File: src/rtl/rxs_pkg.sv
package rxs_pkg;
  localparam int CHR_W  = 8;
  localparam int WORD_W = 16;

  typedef struct packed {
    logic            vld;
    logic            ovr;
    logic            fe;
    logic            pe;
    logic            dsc;
    logic [2:0]      line;
    logic [CHR_W-1:0] ch;
  } rx_word_t;

  typedef struct packed {
    logic             pe;
    logic             fe;
    logic [CHR_W-1:0] ch;
  } rx_char_t;

  // Builds a stored word; markers carry no character or error flags.
  function automatic rx_word_t make_word(logic ovr, logic is_mark,
                                         logic [2:0] line, rx_char_t c);
    rx_word_t w;
    w.vld  = 1'b1;
    w.ovr  = ovr;
    w.dsc  = is_mark;
    w.line = line;
    w.fe   = is_mark ? 1'b0 : c.fe;
    w.pe   = is_mark ? 1'b0 : c.pe;
    w.ch   = is_mark ? '0 : c.ch;
    return w;
  endfunction

  // Next overrun flag: a drop sets it, a store that carried it clears it.
  function automatic logic next_ovr(logic cur, logic dropped, logic stored);
    return dropped | (cur & ~stored);
  endfunction
endpackage

File: src/rtl/rxs_line_hold.sv
module rxs_line_hold
  import rxs_pkg::*;
(
  input  logic     clk,
  input  logic     rst_n,
  input  logic     clr,
  input  logic     in_vld,
  input  logic     in_en,
  input  rx_char_t in_chr,
  input  logic     car,
  input  logic     car_ie,
  input  logic     take_chr,
  input  logic     take_mark,
  output logic     chr_full,
  output rx_char_t chr_word,
  output logic     mark_pend,
  output logic     collide
);
  logic arrive, load, car_q, car_chg;

  assign arrive  = in_vld & in_en;
  assign load    = arrive & (~chr_full | take_chr);
  assign collide = arrive & chr_full & ~take_chr & ~clr;
  assign car_chg = car_ie & (car ^ car_q);

  always_ff @(posedge clk or negedge rst_n) begin
    if (!rst_n) begin
      chr_full  <= 1'b0;
      chr_word  <= '0;
      mark_pend <= 1'b0;
      car_q     <= 1'b0;
    end else begin
      car_q <= car;
      if (clr) begin
        chr_full  <= 1'b0;
        mark_pend <= 1'b0;
      end else begin
        if (load) begin
          chr_full <= 1'b1;
          chr_word <= in_chr;
        end else if (take_chr) begin
          chr_full <= 1'b0;
        end
        if (car_chg)        mark_pend <= 1'b1;
        else if (take_mark) mark_pend <= 1'b0;
      end
    end
  end
endmodule

File: src/rtl/rxs_pick.sv
module rxs_pick #(
  parameter int REQS = 16,
  localparam int IW  = $clog2(REQS)
) (
  input  logic [REQS-1:0] req,
  output logic [REQS-1:0] gnt,
  output logic [IW-1:0]   idx,
  output logic            any
);
  always_comb begin
    idx = '0;
    for (int k = REQS - 1; k >= 0; k--) begin
      if (req[k]) idx = IW'(k);
    end
    any = |req;
    gnt = any ? (REQS'(1) << idx) : '0;
  end
endmodule

File: src/rtl/rxs_store.sv
module rxs_store #(
  parameter int DEPTH = 64,
  parameter int W     = 16,
  localparam int AW   = $clog2(DEPTH),
  localparam int CW   = $clog2(DEPTH + 1)
) (
  input  logic          clk,
  input  logic          rst_n,
  input  logic          clr,
  input  logic          push,
  input  logic [W-1:0]  din,
  input  logic          pop,
  output logic [W-1:0]  dout,
  output logic [CW-1:0] count,
  output logic          empty,
  output logic          full
);
  logic [W-1:0]  mem [DEPTH];
  logic [AW-1:0] wp, rp;

  function automatic logic [AW-1:0] bump(logic [AW-1:0] p);
    return (p == AW'(DEPTH - 1)) ? '0 : p + 1'b1;
  endfunction

  assign empty = (count == '0);
  assign full  = (count == CW'(DEPTH));
  assign dout  = mem[rp];

  always_ff @(posedge clk) begin
    if (push) mem[wp] <= din;
  end

  always_ff @(posedge clk or negedge rst_n) begin
    if (!rst_n) begin
      wp    <= '0;
      rp    <= '0;
      count <= '0;
    end else if (clr) begin
      wp    <= '0;
      rp    <= '0;
      count <= '0;
    end else begin
      if (push) wp <= bump(wp);
      if (pop)  rp <= bump(rp);
      case ({push, pop})
        2'b10:   count <= count + 1'b1;
        2'b01:   count <= count - 1'b1;
        default: count <= count;
      endcase
    end
  end
endmodule

File: src/rtl/rx_silo_hub.sv
module rx_silo_hub
  import rxs_pkg::*;
#(
  parameter int NUM_LINES = 8,
  parameter int DEPTH     = 64,
  localparam int REQS     = 2 * NUM_LINES,
  localparam int IW       = $clog2(REQS),
  localparam int LW       = IW - 1,
  localparam int CW       = $clog2(DEPTH + 1)
) (
  input  logic                       clk,
  input  logic                       rst_n,
  input  logic                       master_clr,
  input  logic [NUM_LINES-1:0]       rx_vld,
  input  logic [NUM_LINES*CHR_W-1:0] rx_data,
  input  logic [NUM_LINES-1:0]       rx_perr,
  input  logic [NUM_LINES-1:0]       rx_ferr,
  input  logic [NUM_LINES-1:0]       rx_en,
  input  logic [NUM_LINES-1:0]       dcd,
  input  logic [NUM_LINES-1:0]       mdm_ie,
  input  logic                       rx_ie,
  input  logic                       rd_stb,
  output logic [WORD_W-1:0]          rd_data,
  output logic [7:0]                 ctl_stat,
  output logic                       rx_irq
);
  rx_char_t             chr_w   [NUM_LINES];
  logic [NUM_LINES-1:0] chr_full, mark_pend, collide;
  logic [REQS-1:0]      req, gnt;
  logic [IW-1:0]        win;
  logic                 any_req;
  logic [LW-1:0]        win_line;
  logic                 win_mark;
  rx_word_t             new_word;
  logic                 push, pop, drop_full, drop_any, ovr_q;
  logic                 empty, full;
  logic [CW-1:0]        count;
  logic [WORD_W-1:0]    head;

  for (genvar i = 0; i < NUM_LINES; i++) begin : g_line
    rx_char_t c_in;
    assign c_in.pe = rx_perr[i];
    assign c_in.fe = rx_ferr[i];
    assign c_in.ch = rx_data[i*CHR_W +: CHR_W];
    assign req[2*i]     = chr_full[i];
    assign req[2*i + 1] = mark_pend[i];

    rxs_line_hold u_hold (
      .clk       (clk),
      .rst_n     (rst_n),
      .clr       (master_clr),
      .in_vld    (rx_vld[i]),
      .in_en     (rx_en[i]),
      .in_chr    (c_in),
      .car       (dcd[i]),
      .car_ie    (mdm_ie[i]),
      .take_chr  (gnt[2*i] & ~master_clr),
      .take_mark (gnt[2*i + 1] & ~master_clr),
      .chr_full  (chr_full[i]),
      .chr_word  (chr_w[i]),
      .mark_pend (mark_pend[i]),
      .collide   (collide[i])
    );
  end

  rxs_pick #(.REQS(REQS)) u_pick (
    .req (req),
    .gnt (gnt),
    .idx (win),
    .any (any_req)
  );

  assign win_line  = win[IW-1:1];
  assign win_mark  = win[0];
  assign new_word  = make_word(ovr_q, win_mark, 3'(win_line), chr_w[win_line]);
  assign push      = any_req & ~full & ~master_clr;
  assign drop_full = any_req & full & ~master_clr;
  assign drop_any  = drop_full | (|collide);
  assign pop       = rd_stb & ~empty & ~master_clr;

  always_ff @(posedge clk or negedge rst_n) begin
    if (!rst_n)          ovr_q <= 1'b0;
    else if (master_clr) ovr_q <= 1'b0;
    else                 ovr_q <= next_ovr(ovr_q, drop_any, push);
  end

  rxs_store #(.DEPTH(DEPTH), .W(WORD_W)) u_store (
    .clk   (clk),
    .rst_n (rst_n),
    .clr   (master_clr),
    .push  (push),
    .din   (new_word),
    .pop   (pop),
    .dout  (head),
    .count (count),
    .empty (empty),
    .full  (full)
  );

  assign rd_data  = empty ? '0 : head;
  assign ctl_stat = {~empty, rx_ie, 6'b0};
  assign rx_irq   = rx_ie & ~empty;
endmodule

File: config.mk
export PLATFORM = sky130hd
export DESIGN_NAME = rx_silo_hub
export DESIGN_NICKNAME = d
export VERILOG_FILES = /design/src/rtl/rxs_pkg.sv /design/src/rtl/rxs_line_hold.sv /design/src/rtl/rxs_pick.sv /design/src/rtl/rxs_store.sv /design/src/rtl/rx_silo_hub.sv
export SDC_FILE = /design/constraint.sdc
export NUM_CORES = 1
export LEC_CHECK = 0
export BUFFER_PORTS_ARGS = -buffer_cell sky130_fd_sc_hd__buf_2
export CAP_MARGIN = 5
export CORE_ASPECT_RATIO = 0.6
export CORE_MARGIN = 2
export CORE_UTILIZATION = 40
export DETAILED_ROUTE_END_ITERATION = 8
export HOLD_SLACK_MARGIN = 0.1
export PLACE_DENSITY = 0.56
export SETUP_SLACK_MARGIN = 0.02
export SLEW_MARGIN = 30
export SYNTH_ARGS = -nofsm -noshare
export SYNTH_HDL_FRONTEND = slang
export SYNTH_SLANG_ARGS = --single-unit
File: constraint.sdc
create_clock -name clk -period 6.1 [get_ports clk]
set_input_delay 0.915 -clock clk [delete_from_list [all_inputs] [get_ports clk]]
set_output_delay 0.915 -clock clk [all_outputs]
set_load 0.02 [all_outputs]
==> flow_summary.yaml, run 1 <==
placed_design:
  place_hpwl_mm: 65.5
  port_buffers: 135
  gp_congestion: 0.849
global_route:
  grt_remaining_overflow: 0
  grt_start_max_net_pins: 72
  antenna_found_initial: 4
  grt_pass1_wl_mm: 158
  grt_pass1_vias: 22400
  grt_usage: 0.198
worst_setup_path:
  slowest_stage: "dfrtp_4"
  crit_path_max_fanout: 32
  cp-end-kind: "primary output"
  timing.rr.start: "g_line[6].u_hold.chr_full"
  critPathLaunchType: "flop"
  crit_family: "multiplexers"
  cp.required_ns: 5.18
  cpMostUsedCell: "mux4_2"
  r2r_setup_slack_ns: 1.56
  worstSetupPathType: "reg -> out"
  worst_ep_arrival_time_ns: 4.11
  r2r_end: "u_store.mem[53][6]"
  path_cells: "buf_12 -> mux4_2 -> mux4_2 -> mux2i_1 -> o22ai_1 -> buf_2"
  reg2reg_depth: 9
  cp_num_buf_inv: 2
  critPathMaxStageDelay_ns: 0.78
synthesis:
  ys_ff_latch: 1084
  yosysSeqAreaShare: 0.744
  ys_types: 62
  ys.flop_type: "edfxtp_1"
  async_reset_ff_frac: 0.114
  synth-edff-count: 960
  syn_area_um2: 42900
  post_synth.cell_area_avg_um2: 20.4
  netlist_instances: 2109
  ys.warnings.count: 0
clocking:
  cts_buffers: 100
  clk_pin_slew_ns: 0.07
  cts_root_buf: "clkbuf_16"
  cts_buffer_depth: 3
  cts_resized: 0
  cts_setup_buffers: 0
  htreeDepth: 3
  cts_hold_buf: 0
  insertion_delay_ns: 0.71
  cts_sinks: 1084
  tritoncts: "yes"
worst_hold_path:
  hold_class: "in -> async"
finish:
  drive_gt1_frac: 0.317
  final_common_cell: "edfxtp_1"
  nets: 2476
  layout_common_cells: "edfxtp_1 (960), mux4_2 (300), nand2_1 (151)"
  syn2layout_area_growth_pct: 14.9
  fillerInstances: 8931
  postLayoutCoreUtil: 0.462
detailed_routing:
  routed_wirelength_mm: 108
  via_per_inst: 5.66
  drt_iter0_markers: 2265
  via_count: 21800
  drc_errors: 1
  antenna_left: 0
  drt_pass1_iterations: 7
  wl_per_cell_um: 28.1
timing:
  maxSlewHeadroom: 0.360
  final_hold_viol_count: 0
  finalSetupTns_ns: 0
  slew_viol_final: 0
  fin_worst_skew_ns: 0.0302
  period_minus_slack_ns: 5.02
  tightestPinTransition_ns: 0.954
  setup_violations: 0
  fmax_mhz: 199
  period_share: 0.823
  grt_setup_unrepaired: "false"
pwr:
  leakagePower_nw: 16.1
  p_per_area_nw_per_um2: 384
  max-vdd-ir-drop_mv: 0.232
floorplanning:
  fp.dieW_um: 427
  num_rows: 93
  dieArea_um2: 110000
  start_util: 0.402
  fp.coreArea_um2: 107000
  io_pins: 142
  die_h_um: 258
status:
  status: "finished with violations"
  violations: "design-rule violations"
flow_run:
  cap_violations: 0
power breakdown:
| part | internal (mW) | switching (mW) | leakage, nW |
|---|---|---|---|
| clock network | 3.54 | 2.78 | 1.57 |
| logic | 1.52 | 2.16 | 4.23 |
| registers | 8.80 | 0.171 | 10.3 |
how the worst max path moves through the flow:
| stage | slack, ns | start | cells after the start | to |
|---|---|---|---|---|
| floorplan | 1.03 | g_line[2].u_hold.mark_pend | 9 | u_store.mem[0][0] |
| CTS | 0.94 | u_store.rp[0] | 7 | rd_data[9] |
| finish | 1.08 | u_store.rp[0] | 6 | rd_data[4] |
| detailed placement | 1.65 | g_line[6].u_hold.chr_full | 9 | u_store.mem[56][6] |
| global route | 0.85 | u_store.rp[0] | 7 | rd_data[9] |
| global placement | 1.70 | u_store.rp[0] | 7 | rd_data[9] |
logic make-up after synthesis:
group	after synthesis	share of synthesized area
buffers and inverters	127	0.0124
adders and majority gates	8	0.00251
and+or+nand+nor	374	0.0384
AOI/OAI and AO/OA	92	0.0134
xor gates and xnor gates	18	0.00367
DFF	1084	0.744
muxes	405	0.186
other	1	0.0000874
metrics by stage:
| step | setup slack (ns) | instances | cell area, um2 | power (mW) | hold WS, ns |
|---|---|---|---|---|---|
| CTS | 0.936 | 3852 | 49300 | 19.2 | 0.274 |
| finish | 1.08 | 3855 | 49300 | 19.0 | 0.238 |
| global route | 0.849 | 3854 | 49300 | 19.7 | 0.254 |
| floorplan | 1.03 | 2114 | 42900 | 11.5 | 0.446 |
| global placement | 1.70 | 3668 | 46000 | 12.8 | 0.467 |
| detailed placement | 1.65 | 3674 | 46100 | 12.9 | 0.467 |
metal layers:
metal	share of wire	vias up	global-route usage
met2	0.46	769	0.297
met1	0.45	11800	0.299
li1	-	9082	-
met3	0.067	163	0.0410
met5	0.00012	-	0
met4	0.019	2	0.0456
state kept, by name, summed over array words and instances (netlist names):
name,cells
g_line.u_hold.car_q,8
g_line.u_hold.chr_full,8
g_line.u_hold.chr_word,80
g_line.u_hold.mark_pend,8
ovr_q,1
u_store.count,7
u_store.mem,960
u_store.rp,6
u_store.wp,6
Yosys cell counts (12+ instances only):
library cell | instances | area [um2]
clkbuf_1 | 65 | 244
mux2i_1 | 35 | 350
mux4_2 | 300 | 6760
buf_2 | 14 | 70.1
mux2_1 | 30 | 338
mux2_2 | 20 | 225
nand3_1 | 73 | 365
nor2_1 | 100 | 375
dfrtp_1 | 124 | 3100
nand2_1 | 151 | 567
xor2_1 | 12 | 105
buf_1 | 30 | 113
edfxtp_1 | 960 | 28800
mux2_4 | 20 | 300
o22ai_1 | 15 | 93.8
a21oi_1 | 36 | 180
worst reg2reg max path, cell delays in order (launching register included):
cell and delay [ns]:
dfrtp_1 0.46, nor4_1 0.58, o21ai_2 0.12, nand2_2 0.42, clkinv_2 0.73, buf_4 0.50
nand3_1 0.12, nand3_1 0.13, a21oi_4 0.80, buf_4 0.46
area by class of cell:
class,count,area (um2),share of cell area
tap,1425,1780,0.0361
sequential,1084,31900,0.648
clock buffer,114,2580,0.0522
timing repair buffer,253,1720,0.0348
inverter,9,36.3,0.000736
multi-input combinational,903,10600,0.215
antenna,3,7.51,0.000152
clock inverter,64,638,0.0129
No activity file was read; power rests on OpenSTA's default activity.
==> run 2, diff against run 1 <==
==> constraint.sdc (replaced) <==
create_clock -name clk -period 5 [get_ports clk]
set_input_delay 0.75 -clock clk [delete_from_list [all_inputs] [get_ports clk]]
set_output_delay 0.75 -clock clk [all_outputs]
set_load 0.02 [all_outputs]
==> run 2 against run 1 <==
Compared with the run above: the run now ends clean; core utilization rose by 0.060 points; critical path depth did not move; routed wire length rose by 0.39%; largest cell class unchanged.
==> flow_summary.yaml, run 2 (synthesis gave the netlist of run 1 again) <==
timing:
  finalSetupTns_ns: 0
  fin_worst_skew_ns: 0.0155
  slew_viol_final: 0
  period_minus_slack_ns: 4.74
  layout_setup_ws_ns: 0.261
  fmax_mhz: 211
  holdWs_ns: 0.172
  setup_violations: 0
  period_share: 0.948
  maxSlewHeadroom: 0.381
  grt_setup_unrepaired: "false"
  final_hold_viol_count: 0
  tightestPinTransition_ns: 0.929
finish:
  fillerInstances: 8900
  layout_common_cells: "edfxtp_1 (960), mux4_2 (300), nand2_1 (151)"
  postLayoutCoreUtil: 0.462
  stdcell_area_um2: 49400
  top_register: "u_store.mem"
  drive_gt1_frac: 0.317
  nets: 2488
  largest_reg_flops: 960
  final_common_cell: "edfxtp_1"
  syn2layout_area_growth_pct: 15.1
  fin_cells: 3870
  largestRegisters: "u_store.mem: 960 flops, g_line.u_hold.chr_word: 80 flops"
worst_setup_path:
  critPathLaunchType: "flop"
  cp-end-kind: "primary output"
  path_cells: "buf_4 -> mux4_2 -> mux4_2 -> mux2i_1 -> o22ai_1 -> buf_2"
  worstSetupPathType: "reg -> out"
  slowest_stage: "dfrtp_4"
  crit_path_max_fanout: 16
  worst_ep_arrival_time_ns: 3.99
  critPathMaxStageDelay_ns: 0.75
  reg2reg_depth: 13
  cp.required_ns: 4.25
  cpMostUsedCell: "mux4_2"
floorplanning:
  dieArea_um2: 110000
  fp.dieW_um: 427
  fp.coreArea_um2: 107000
  start_util: 0.402
  die_h_um: 258
  io_pins: 142
  num_rows: 93
placed_design:
  dp_cells: 3683
  placement.cell_area_um2: 46200
  port_buffers: 135
  dp_slack_ns: 0.740
  place_hpwl_mm: 65.9
  gp_congestion: 0.828
pwr:
  leakagePower_nw: 16.1
  max-vdd-ir-drop_mv: 0.289
  p_total_mw: 23.1
  p_per_area_nw_per_um2: 468
global_route:
  grt_start_max_net_pins: 69
  grt_pass1_wl_mm: 159
  antenna_found_initial: 7
  grt_usage: 0.200
  grt_pass1_vias: 22500
  grt_remaining_overflow: 0
clocking:
  cts_buffers: 101
  clk_pin_slew_ns: 0.07
  cts_buffer_depth: 3
  cts_resized: 0
  htreeDepth: 3
  cts_root_buf: "clkbuf_16"
  insertion_delay_ns: 0.70
  tritoncts: "yes"
  cts_sinks: 1084
detailed_routing:
  via_count: 21800
  antenna_left: 0
  drc_errors: 0
  wl_per_cell_um: 28.1
  drt_pass1_iterations: 5
  via_per_inst: 5.64
  drt_iter0_markers: 2349
  routed_wirelength_mm: 109
worst_hold_path:
  hold_path_depth: 1
  hold_class: "in -> reg"
status:
  status: "finished clean"
flow_run:
  cap_violations: 0
## run 2: final cells by class
class | instances | area, um2 | area share
antenna | 5 | 12.5 | 0.000253
clock inverter | 55 | 531 | 0.0107
clock buffer | 125 | 2660 | 0.0539
inverter | 9 | 36.3 | 0.000735
tap | 1425 | 1780 | 0.0361
timing repair buffer | 264 | 1820 | 0.0368
sequential | 1084 | 32000 | 0.647
multi-input combinational | 903 | 10600 | 0.215
## run 2: worst max-delay path: cells and delay by family, from the launching register on
family          cells  cell delay, ns
compound gates      1            0.30
buf+inv             2            0.64
flops               1            0.75
mux                 3            1.58
## run 2: what timing repair did
action | 4_1_cts | 5_1_grt
buffers inserted | 1 | 0
hold endpoints to repair | 39 | 0
hold buffers | 1 | 0
setup endpoints to repair | 2 | 0
## run 2: final timing paths
kind,startpoint,end,slack [ns]
max,u_store.rp[0],rd_data[5],0.26
min,dcd[7],g_line[7].u_hold.car_q,0.17
max reg2reg,u_store.count[0],u_store.count[6],1.13
min reg2reg,g_line[0].u_hold.chr_word[1],g_line[0].u_hold.chr_word[1],0.48
max in group asynchronous,rst_n,g_line[2].u_hold.chr_word[8],3.37
min in group asynchronous,rst_n,g_line[4].u_hold.chr_word[6],0.59
## run 2: report_power, final
| part | leakage [nW] | switching (mW) | internal [mW] | total (mW) |
|---|---|---|---|---|
| clock | 1.55 | 3.38 | 4.20 | 7.57 |
| combinational | 4.28 | 2.68 | 1.88 | 4.56 |
| sequential | 10.3 | 0.219 | 10.7 | 11.0 |
| total | 16.1 | 6.28 | 16.8 | 23.1 |
## run 2: routing by layer
metal	global-route usage	wire, um	up-vias	share of wire
met5	0	0	-	0
met4	0.0456	2170	0	0.020
met3	0.0382	6920	143	0.064
met2	0.304	50000	783	0.46
met1	0.301	49600	11800	0.46
li1	-	-	9097	-
